**src/rtl/xfer_pkg.sv**
```systemverilog
package xfer_pkg;
  localparam int INSTR_W = 32;
  localparam int REG_W   = 16;
  localparam int REG_N   = 16;
  localparam int RIDX_W  = $clog2(REG_N);

  typedef enum logic [3:0] {
    OP_WAIT = 4'b0000,
    OP_LDI  = 4'b0010,
    OP_MOV  = 4'b1000,
    OP_MOVC = 4'b1001
  } op_e;

  typedef enum logic [2:0] {
    S_IDLE, S_FETCH, S_EXEC, S_WAIT, S_MOVE
  } st_e;

  typedef struct packed {
    logic [3:0]        op;
    logic [RIDX_W-1:0] rd;
    logic [RIDX_W-1:0] rs;
    logic [RIDX_W-1:0] rt;
    logic [REG_W-1:0]  imm;
  } instr_t;
endpackage

```
**src/rtl/xfer_imem.sv**
```systemverilog
module xfer_imem #(
  parameter int DEPTH = 64,
  parameter int AW    = 6,
  parameter int W     = 32
) (
  input  logic          clk,
  input  logic          we,
  input  logic [AW-1:0] waddr,
  input  logic [W-1:0]  wdata,
  input  logic [AW-1:0] raddr,
  output logic [W-1:0]  rdata
);
  logic [W-1:0] mem [DEPTH];

  // single write port, registered read: block RAM friendly
  always_ff @(posedge clk) begin
    if (we) mem[waddr] <= wdata;
    rdata <= mem[raddr];
  end
endmodule

```
**src/rtl/xfer_regfile.sv**
```systemverilog
module xfer_regfile #(
  parameter int N     = 16,
  parameter int AW    = 4,
  parameter int W     = 16,
  parameter int PORTS = 3
) (
  input  logic                      clk,
  input  logic                      we,
  input  logic [AW-1:0]             waddr,
  input  logic [W-1:0]              wdata,
  input  logic [PORTS-1:0][AW-1:0]  raddr,
  output logic [PORTS-1:0][W-1:0]   rdata
);
  logic [W-1:0] regs [N];

  // index 0 is never stored
  always_ff @(posedge clk) begin
    if (we && waddr != '0) regs[waddr] <= wdata;
  end

  for (genvar g = 0; g < PORTS; g++) begin : g_rd
    assign rdata[g] = (raddr[g] == '0) ? '0 : regs[raddr[g]];
  end
endmodule

```
**src/rtl/xfer_seq.sv**
```systemverilog
module xfer_seq
  import xfer_pkg::*;
#(
  parameter int PC_W = 6
) (
  input  logic                          clk,
  input  logic                          rst,
  input  logic                          start,
  output logic [PC_W-1:0]               imem_raddr,
  input  logic [INSTR_W-1:0]            imem_rdata,
  output logic [2:0][RIDX_W-1:0]        rf_raddr,
  input  logic [2:0][REG_W-1:0]         rf_rdata,
  output logic                          rf_we,
  output logic [RIDX_W-1:0]             rf_waddr,
  output logic [REG_W-1:0]              rf_wdata,
  output logic                          src_ren,
  output logic [REG_W-1:0]              src_raddr,
  output logic                          dst_we,
  output logic [REG_W-1:0]              dst_waddr,
  output logic                          busy
);
  st_e              st;
  logic [PC_W-1:0]  pc;
  logic [REG_W-1:0] cnt;
  logic [REG_W-1:0] dptr;
  logic [REG_W-1:0] stride;
  instr_t           ir;

  assign ir         = instr_t'(imem_rdata);
  assign imem_raddr = pc;
  assign rf_raddr   = {ir.rt, ir.rs, ir.rd};   // port0=rd, 1=rs, 2=rt
  assign rf_we      = (st == S_EXEC) && (op_e'(ir.op) == OP_LDI) && !start;
  assign rf_waddr   = ir.rd;
  assign rf_wdata   = ir.imm;

  always_ff @(posedge clk) begin
    if (rst) begin
      st <= S_IDLE; pc <= '0; busy <= 1'b0; cnt <= '0;
      src_ren <= 1'b0; src_raddr <= '0; dptr <= '0; stride <= '0;
      dst_we <= 1'b0; dst_waddr <= '0;
    end else begin
      dst_we    <= src_ren;       // source data arrives one cycle later
      dst_waddr <= dptr;
      src_ren   <= 1'b0;
      if (start) begin
        st <= S_FETCH; pc <= '0; busy <= 1'b1;
      end else begin
        unique case (st)
          S_FETCH: st <= S_EXEC;
          S_EXEC: begin
            case (op_e'(ir.op))
              OP_WAIT: begin
                if (ir.imm == '0) begin
                  st <= S_IDLE; busy <= 1'b0;
                end else begin
                  cnt <= ir.imm; st <= S_WAIT;
                end
              end
              OP_MOV: begin
                src_raddr <= rf_rdata[1] + ir.imm;
                dptr      <= rf_rdata[0] + ir.imm;
                src_ren   <= 1'b1;
                cnt       <= '0;
                st        <= S_MOVE;
              end
              OP_MOVC: begin
                if (ir.imm == '0) begin
                  pc <= pc + 1'b1; st <= S_FETCH;
                end else begin
                  src_raddr <= rf_rdata[1];
                  dptr      <= rf_rdata[0];
                  stride    <= rf_rdata[2];
                  src_ren   <= 1'b1;
                  cnt       <= ir.imm - 1'b1;
                  st        <= S_MOVE;
                end
              end
              default: begin            // load immediate and unused codes
                pc <= pc + 1'b1; st <= S_FETCH;
              end
            endcase
          end
          S_WAIT: begin
            cnt <= cnt - 1'b1;
            if (cnt == 16'd1) begin
              pc <= pc + 1'b1; st <= S_FETCH;
            end
          end
          S_MOVE: begin
            if (cnt != '0) begin
              src_raddr <= src_raddr + stride;
              dptr      <= dptr + stride;
              src_ren   <= 1'b1;
              cnt       <= cnt - 1'b1;
            end else begin
              pc <= pc + 1'b1; st <= S_FETCH;
            end
          end
          default: ;
        endcase
      end
    end
  end


  start_restart_chk: assert property (@(posedge clk) disable iff (rst)
    start |=> (busy && st == S_FETCH && pc == '0));

  park_hold_chk: assert property (@(posedge clk) disable iff (rst)
    (!busy && !start) |=> (!busy && !src_ren));

  wait_count_chk: assert property (@(posedge clk) disable iff (rst)
    (st == S_WAIT && !start && cnt > 16'd1) |=> (st == S_WAIT && cnt == $past(cnt) - 1'b1));

  stride_step_chk: assert property (@(posedge clk) disable iff (rst)
    (st == S_MOVE && cnt != '0 && !start) |=> (src_ren && src_raddr == $past(src_raddr) + $past(stride)));
endmodule

```
**src/rtl/xfer_engine.sv**
```systemverilog
module xfer_engine
  import xfer_pkg::*;
#(
  parameter int IMEM_DEPTH = 64,
  parameter int PC_W       = $clog2(IMEM_DEPTH),
  parameter int DATA_W     = 16
) (
  input  logic               clk,
  input  logic               rst,
  input  logic               start,
  input  logic               imem_we,
  input  logic [PC_W-1:0]    imem_waddr,
  input  logic [INSTR_W-1:0] imem_wdata,
  output logic               src_ren,
  output logic [REG_W-1:0]   src_raddr,
  input  logic [DATA_W-1:0]  src_rdata,
  output logic               dst_we,
  output logic [REG_W-1:0]   dst_waddr,
  output logic [DATA_W-1:0]  dst_wdata,
  output logic               busy
);
  logic [PC_W-1:0]           imem_raddr;
  logic [INSTR_W-1:0]        imem_rdata;
  logic [2:0][RIDX_W-1:0]    rf_raddr;
  logic [2:0][REG_W-1:0]     rf_rdata;
  logic                      rf_we;
  logic [RIDX_W-1:0]         rf_waddr;
  logic [REG_W-1:0]          rf_wdata;

  xfer_imem #(.DEPTH(IMEM_DEPTH), .AW(PC_W), .W(INSTR_W)) imem_i (
    .clk(clk), .we(imem_we), .waddr(imem_waddr), .wdata(imem_wdata),
    .raddr(imem_raddr), .rdata(imem_rdata));

  xfer_regfile #(.N(REG_N), .AW(RIDX_W), .W(REG_W), .PORTS(3)) rf_i (
    .clk(clk), .we(rf_we), .waddr(rf_waddr), .wdata(rf_wdata),
    .raddr(rf_raddr), .rdata(rf_rdata));

  xfer_seq #(.PC_W(PC_W)) seq_i (
    .clk(clk), .rst(rst), .start(start),
    .imem_raddr(imem_raddr), .imem_rdata(imem_rdata),
    .rf_raddr(rf_raddr), .rf_rdata(rf_rdata),
    .rf_we(rf_we), .rf_waddr(rf_waddr), .rf_wdata(rf_wdata),
    .src_ren(src_ren), .src_raddr(src_raddr),
    .dst_we(dst_we), .dst_waddr(dst_waddr), .busy(busy));

  // returned word goes straight to the destination port
  assign dst_wdata = src_rdata;


  write_after_read_chk: assert property (@(posedge clk) disable iff (rst)
    dst_we |-> $past(src_ren));

  read_while_busy_chk: assert property (@(posedge clk) disable iff (rst)
    src_ren |-> busy);
endmodule

```
**config.mk**
```make
export PLATFORM = sky130hd
export DESIGN_NAME = xfer_engine
export DESIGN_NICKNAME = d
export VERILOG_FILES = /design/src/rtl/xfer_pkg.sv /design/src/rtl/xfer_imem.sv /design/src/rtl/xfer_regfile.sv /design/src/rtl/xfer_seq.sv /design/src/rtl/xfer_engine.sv
export SDC_FILE = /design/constraint.sdc
export NUM_CORES = 2
export LEC_CHECK = 0
export ABC_AREA = 1
export BUFFER_PORTS_ARGS = -buffer_cell sky130_fd_sc_hd__buf_2
export CAP_MARGIN = 20
export CORE_MARGIN = 5
export CORE_UTILIZATION = 50
export CTS_CLUSTER_DIAMETER = 60
export DETAILED_ROUTE_END_ITERATION = 16
export PLACE_DENSITY_LB_ADDON = 0.3
export SYNTH_ARGS = -nofsm -noshare
export SYNTH_HDL_FRONTEND = slang
export SYNTH_SLANG_ARGS = --single-unit
```
**constraint.sdc**
```tcl
create_clock -name clk -period 3.7 [get_ports clk]
set_input_delay 0.555 -clock clk [delete_from_list [all_inputs] [get_ports clk]]
set_output_delay 0.555 -clock clk [all_outputs]
set_load 0.01 [all_outputs]
```
== Word level (Yosys, flattened, before mapping) ==
Memory sizes are Yosys's and may differ from the RTL's. A register that Yosys moved wholly into a read port is not among the register bits.
Cells that the tools add are included.
W data, S select, Z words.

* Bits of input ports: 58
* Flip-flop bits (word level): 92
* Memories kept: 2
* Bits in writable memories: 2304
* Output and inout port bits: 51
* Word-level logic and storage cells: 108

* $add $sub $neg: 7
* Multiplexer cells: 40
* Bitwise logic cells: 2
* Equal/unequal tests: 19
* Reduce and logical (&&, ||, !) cells: 27

{| class="wikitable"
|+ Memories
! memory !! words !! width !! rd ports !! clocked after Yosys merged registers in !! write ports !! RTL line !! RTL
|-
| imem_i.mem || 64 || 32 || 1 || 1 || 1 || xfer_imem.sv:13 || <nowiki>logic [W-1:0] mem [DEPTH];</nowiki>
|-
| rf_i.regs || 16 || 16 || 3 || 0 || 1 || xfer_regfile.sv:14 || <nowiki>logic [W-1:0] regs [N];</nowiki>
|}

{| class="wikitable"
|+ Operators by type and width
! operator !! number
|-
| $mux W16 || 10
|-
| $pmux W16 S2 || 4
|-
| $pmux W16 S3 || 2
|-
| $add A16 B16 Y16 || 4
|-
| $sub A16 B1 Y16 const B || 2
|-
| $mux W6 || 3
|-
| $pmux W6 S3 || 1
|-
| $eq A16 B1 Y1 const B || 1
|-
| $logic_not A16 Y1 || 1
|-
| $logic_not A4 Y1 || 4
|-
| $reduce_bool A16 Y1 || 1
|-
| $ne A3 B3 Y1 const B || 5
|-
| $pmux W3 S4 || 1
|-
| $pmux W6 S2 || 1
|-
| $mux W1 || 11
|-
| $reduce_and A5 Y1 || 2
|-
| $mux W3 || 3
|-
| $pmux W3 S3 || 1
|-
| $reduce_and A3 Y1 || 3
|-
| $eq A4 B4 Y1 const B || 2
|-
| $reduce_bool A2 Y1 || 4
|-
| $reduce_bool A4 Y1 || 2
|-
| $add A6 B1 Y6 const B || 1
|-
| $eq A3 B2 Y1 const B || 2
|-
| other kinds (17) || 24
|}

== Logic depth before layout (Yosys ltp) ==
* Depth in word-level cells: 6
* Gate-level depth with buffers: 26
* Depth with buffers taken out: 25

== By module ==
From an unflattened synthesis, not the netlist that was laid out.

* Cell total of the unflattened synthesis: 10618
* Area total of the unflattened synthesis: 108148.7 µm²

{| class="wikitable"
|+ By module, submodules not included
! module !! seq. area each (µm²) !! times used !! area each (µm²) !! cells each
|-
| xfer_imem || 62139.6 || 1 || 82785.6 || 6769
|-
| xfer_regfile || 7687.4 || 1 || 16489.6 || 2337
|-
| xfer_seq || 1841.8 || 1 || 8753.4 || 1496
|-
| xfer_engine || 0.0 || 1 || 120.1 || 16
|}

== Worst setup path after synthesis ==
No wires, ideal clock.

* Path type: input port to flip-flop
* Start: input port imem_we
* End: memory imem_i.mem[0][0] (enable)
* Buffers on the path: 1
* Cell stages on the path: 3
* Path slack: 0.822 ns
* Data required time: 3.279 ns
* Setup time: 0.421 ns
* Data arrival time: 2.457 ns
* Cell sequence: clkbuf_1 -> nand4_1 -> nor2_1

* Word-level cells in the longest chain between the ends: 2

{| class="wikitable"
|+ Ends and longest elaborated chain
! what !! RTL line !! RTL
|-
| start, declared || xfer_engine.sv:11 || <nowiki>input logic imem_we,</nowiki>
|-
| $mux W1 || xfer_imem.sv:17 || <nowiki>if (we) mem[waddr] <= wdata;</nowiki>
|-
| $mux W1 (implied by the code) || xfer_imem.sv:17 ||
|-
| end, declared || xfer_imem.sv:13 ||
|}

No other way between the ends.

== Worst setup path after layout ==
* Start: register imem_i.rdata[24], read port of imem_i.mem
* End: register seq_i.dptr[10]

* Word-level cells in the longest chain between the ends: 5
* Elaborated cells between the ends (all ways): 7
* Those cells by class: add/sub: 1; mux: 4; reduce/logical: 1; memory: 1

{| class="wikitable"
|+ Ends and longest elaborated chain
! what !! RTL line !! RTL
|-
| start, declared || xfer_imem.sv:11 || <nowiki>output logic [W-1:0] rdata</nowiki>
|-
| $mem_v2 Z16 W16 / $logic_not A4 Y1 (equally long branches) || - ||
|-
| $mux W16 * || xfer_regfile.sv:22 || <nowiki>assign rdata[g] = (raddr[g] == '0) ? '0 : regs[raddr[g]];</nowiki>
|-
| $add A16 B16 Y16 / $mux W16 (equally long branches) || xfer_seq.sv:61, xfer_seq.sv:67 ||
|-
| $pmux W16 S2 * || xfer_seq.sv:51 || <nowiki>case (op_e'(ir.op))</nowiki>
|-
| $pmux W16 S2 * || xfer_seq.sv:48 || <nowiki>unique case (st)</nowiki>
|-
| end signal, assigned || xfer_seq.sv:61 || <nowiki>dptr <= rf_rdata[0] + ir.imm;</nowiki>
|-
| end signal, assigned || xfer_seq.sv:71 || <nowiki>dptr <= rf_rdata[0];</nowiki>
|-
| end signal, assigned || xfer_seq.sv:92 || <nowiki>dptr <= dptr + stride;</nowiki>
|-
| end, declared || xfer_seq.sv:25 || <nowiki>logic [REG_W-1:0] dptr;</nowiki>
|}

Every way passes the cells marked *; elsewhere a longest branch is shown, timed or not. The select of a mux whose other input is x is not followed.
A chain may end at the register's enable or synchronous reset.

==> flow_summary.json <==
{
  "power.leakage_nw": 39.9,
  "post-route-min-period_ns": 3.45,
  "post_drt_wl_per_cell_um": 27.0,
  "grt_max_degree": 163,
  "initial_core_util_pct": 50.3,
  "rsz0062_at_grt": "no",
  "final.period_utilization_pct": 93.1,
  "nFillCells": 16400,
  "hold_start": "imem_wdata[26]",
  "r2r_slack_ns": 0.25,
  "place_congestion": 0.949,
  "path_class": "reg -> reg",
  "synth_edf_count": 2304,
  "slew_violations": 0,
  "cts_made_buffers": 241,
  "synthDistinctLibCells": 48,
  "skew_ns": 0.0534,
  "clkTransAtPathRegs_ns": 0.06,
  "drt.antenna.violating_nets": 0,
  "power_density_nw_per_um2": 502,
  "yosysTopAreaCell": "edfxtp_1",
  "antenna_found_initial": 17,
  "synth_area_leaders": "edfxtp_1 (67%), o21ai_0 (7.1%), nor2_1 (4.8%)",
  "max-slew-margin-rel_pct": 22.8,
  "wl_um": 322000,
  "worst_r2r_path_depth": 17,
  "vias": 74500,
  "synth-async-reset-ratio_pct": 0,
  "r2r_start": "imem_i.rdata[24]$_DFF_P_",
  "crit_fanout": 39,
  "hold_path.class": "in -> reg",
  "clock_sinks": 2428,
  "tns_ns": 0,
  "critPathArrivalTime_ns": 4.21,
  "utilization_pct": 56.9,
  "seq_area_frac_synth_pct": 69.7,
  "syn_inst": 8893,
  "firstDrtPassIters": 8,
  "whs_endpoint": "imem_i.mem[8][26]$_DFFE_PP_",
  "clock_latency_ns": 0.88,
  "clockBufferDepth": 3,
  "synth_commonest_cells": "edfxtp_1 (2304), o21ai_0 (1456), nor2_1 (1318)",
  "remaining_drc_errors": 0,
  "tightest_slew_ns": 1.16,
  "grt_overflow": 0,
  "htree_levels": 4,
  "die_width_um": 463,
  "dieArea_sq_um": 215000,
  "core_sq_um": 205000,
  "syn_to_final_growth_pct": 13.3,
  "grt_pass1_wl_um": 468000,
  "outcome": "completed",
  "std_cell_rows": 166,
  "io_pins": 109,
  "final_nets": 9148,
  "syn_avg_cell_area_sq_um": 11.6,
  "port_buffers": 76,
  "end_kind": "flop",
  "yosysMostFrequentCell": "edfxtp_1",
  "worst_r2r_endpoint": "seq_i.dptr[10]$_SDFFE_PP0P_",
  "ys_warn_count": 0,
  "dp_hpwl_um": 194000,
  "yosysTopAreaCellShare_pct": 67.3,
  "root_buffer": "clkbuf_16",
  "max-vdd-ir-drop_v": 0.000539,
  "crit_required_ns": 4.47,
  "startpoint_type": "flop",
  "vias_per_cell": 6.25,
  "hold_viol": 0,
  "grt_use_total_pct": 29.1,
  "first_global_vias": 69700,
  "report.final.setup_viol": 0,
  "cap_violations": 0,
  "dieHeight_um": 463,
  "cts_tree": "built",
  "ys_ff_latch": 2428,
  "min_path_cells": 1,
  "drt_iter0_drc": 9785,
  "timing.fmax_mhz": 290,
  "final_layout_size_suffix_gt1_share_pct": 10.4,
  "synth.cell_area_sq_um": 103000,
  "synthFlopType": "edfxtp_1"
}
==> what timing repair did <==
action                     in CTS  in global routing
hold endpoints to repair        1                  0
setup endpoints to repair       0                  8
hold buffers                    1                  0
setup buffers                   0                  3
resized for setup               0                  3
==> how the worst max path moves through the flow <==
stage	to	cells after the start	slack [ns]	startpoint
2_1_floorplan	imem_i.mem[0][0]$_DFFE_PP_	3	0.82	imem_we
3_3_place_gp	seq_i.dptr[14]$_SDFFE_PP0P_	23	0.25	imem_i.rdata[24]$_DFF_P_
3_5_place_dp	seq_i.dptr[8]$_SDFFE_PP0P_	22	0.24	imem_i.rdata[24]$_DFF_P_
4_1_cts	seq_i.dptr[10]$_SDFFE_PP0P_	17	0.19	imem_i.rdata[24]$_DFF_P_
5_1_grt	seq_i.dptr[13]$_SDFFE_PP0P_	21	0.02	imem_i.rdata[25]$_DFF_P_
6_report	seq_i.dptr[10]$_SDFFE_PP0P_	17	0.25	imem_i.rdata[24]$_DFF_P_
==> final cells by class <==
cell class | instances | area (sq um) | area share, %
Timing Repair Buffer | 482 | 4290 | 3.69
Antenna cell | 10 | 25.0 | 0.0215
Inverter | 348 | 1340 | 1.15
Sequential cell | 2428 | 71700 | 61.5
Multi-Input combinational cell | 5521 | 27700 | 23.8
Clock buffer | 308 | 6540 | 5.61
Tap cell | 2688 | 3360 | 2.89
Clock inverter | 141 | 1510 | 1.29
==> worst max-delay path, stage by stage (launching register included) <==
cell	delay (ns)
dfxtp_2	0.38
nor2_4	0.45
buf_12	0.28
nand2_1	0.07
o21ai_0	0.07
o21ai_1	0.13
nand2_1	0.10
inv_2	0.03
a21oi_1	0.12
buf_4	0.15
ha_1	0.28
a21oi_1	0.30
o21ai_0	0.17
nand3b_1	0.22
or2_2	0.28
nand3_1	0.06
nand3_1	0.08
a21oi_1	0.13
==> cells in the final DEF, fill, tap and decap left out, types with 16 or more instances in the layout <==
cell type and instances:
a21oi_1 340, buf_12 67, buf_2 76, buf_4 336, bufinv_16 25, clkbuf_1 49, clkbuf_16 249, clkinv_1 51
clkinv_2 38, conb_1 16, dfxtp_1 114, edfxtp_1 2304, ha_1 64, inv_1 324, nand2_1 937, nand3_1 460
nand4_1 76, nor2_1 1252, nor2_4 68, o211ai_1 128, o21ai_0 1456, o21ai_1 78, o221ai_1 206, o22ai_1 317
xor2_1 18
==> report_power, final <==
| part | internal, W | total [W] | switching [W] |
|---|---|---|---|
| sequential | 0.0303 | 0.0304 | 0.000148 |
| combinational | 0.000944 | 0.00334 | 0.00240 |
| clock | 0.0142 | 0.0247 | 0.0105 |
| total | 0.0454 | 0.0584 | 0.0130 |
==> flip-flops by register name, summed over array words and instances (netlist names) <==
name,cells
imem_i.rdata,32
seq_i.dst_we,1
seq_i.src_ren,1
seq_i.stride,16
rf_i.regs,256
seq_i.dst_waddr,16
seq_i.st,3
seq_i.dptr,16
imem_i.mem,2048
seq_i.cnt,16
seq_i.imem_raddr,6
seq_i.src_raddr,16
seq_i.busy,1
==> stage by stage <==
stage / setup slack (ns) / power [W] / instance area, sq um / instances / hold slack, ns
after detailed placement: 0.242 / 0.0343 / 108000 / 11500 / 0.427
after global placement: 0.250 / 0.0342 / 108000 / 11500 / 0.404
after floorplan: 0.822 / 0.0328 / 103000 / 8908 / 0.418
after CTS: 0.190 / 0.0587 / 116000 / 11900 / 0.0633
final: 0.254 / 0.0584 / 117000 / 11900 / 0.144
after global routing: 0.0166 / 0.0601 / 116000 / 11900 / 0.102
==> layer usage <==
layer / up-vias / routed length, um / share of wire (%) / global-route usage, %
li1: 32800 / - / - / -
met1: 36600 / 124000 / 38 / 39.5
met2: 4289 / 150000 / 47 / 46.4
met3: 751 / 31900 / 9.9 / 4.72
met4: 4 / 16300 / 5.1 / 13.2
met5: - / 26 / 0.0081 / 0
==> logic make-up (layout without fill, tap and decap cells) <==
| logic type | count (synthesis) | count (layout) | synth area share [%] |
|---|---|---|---|
| AOI/OAI and AO/OA | 2572 | 2572 | 14.1 |
| xor gates and xnor gates | 23 | 23 | 0.196 |
| adders and majority gates | 68 | 68 | 0.857 |
| other | 1 | 26 | 0.00365 |
| and+or+nand+nor | 2842 | 2842 | 11.3 |
| buffers and inverters | 959 | 1279 | 3.88 |
| DFF | 2428 | 2428 | 69.7 |
Note: power is estimated with default switching activity, not from simulation.
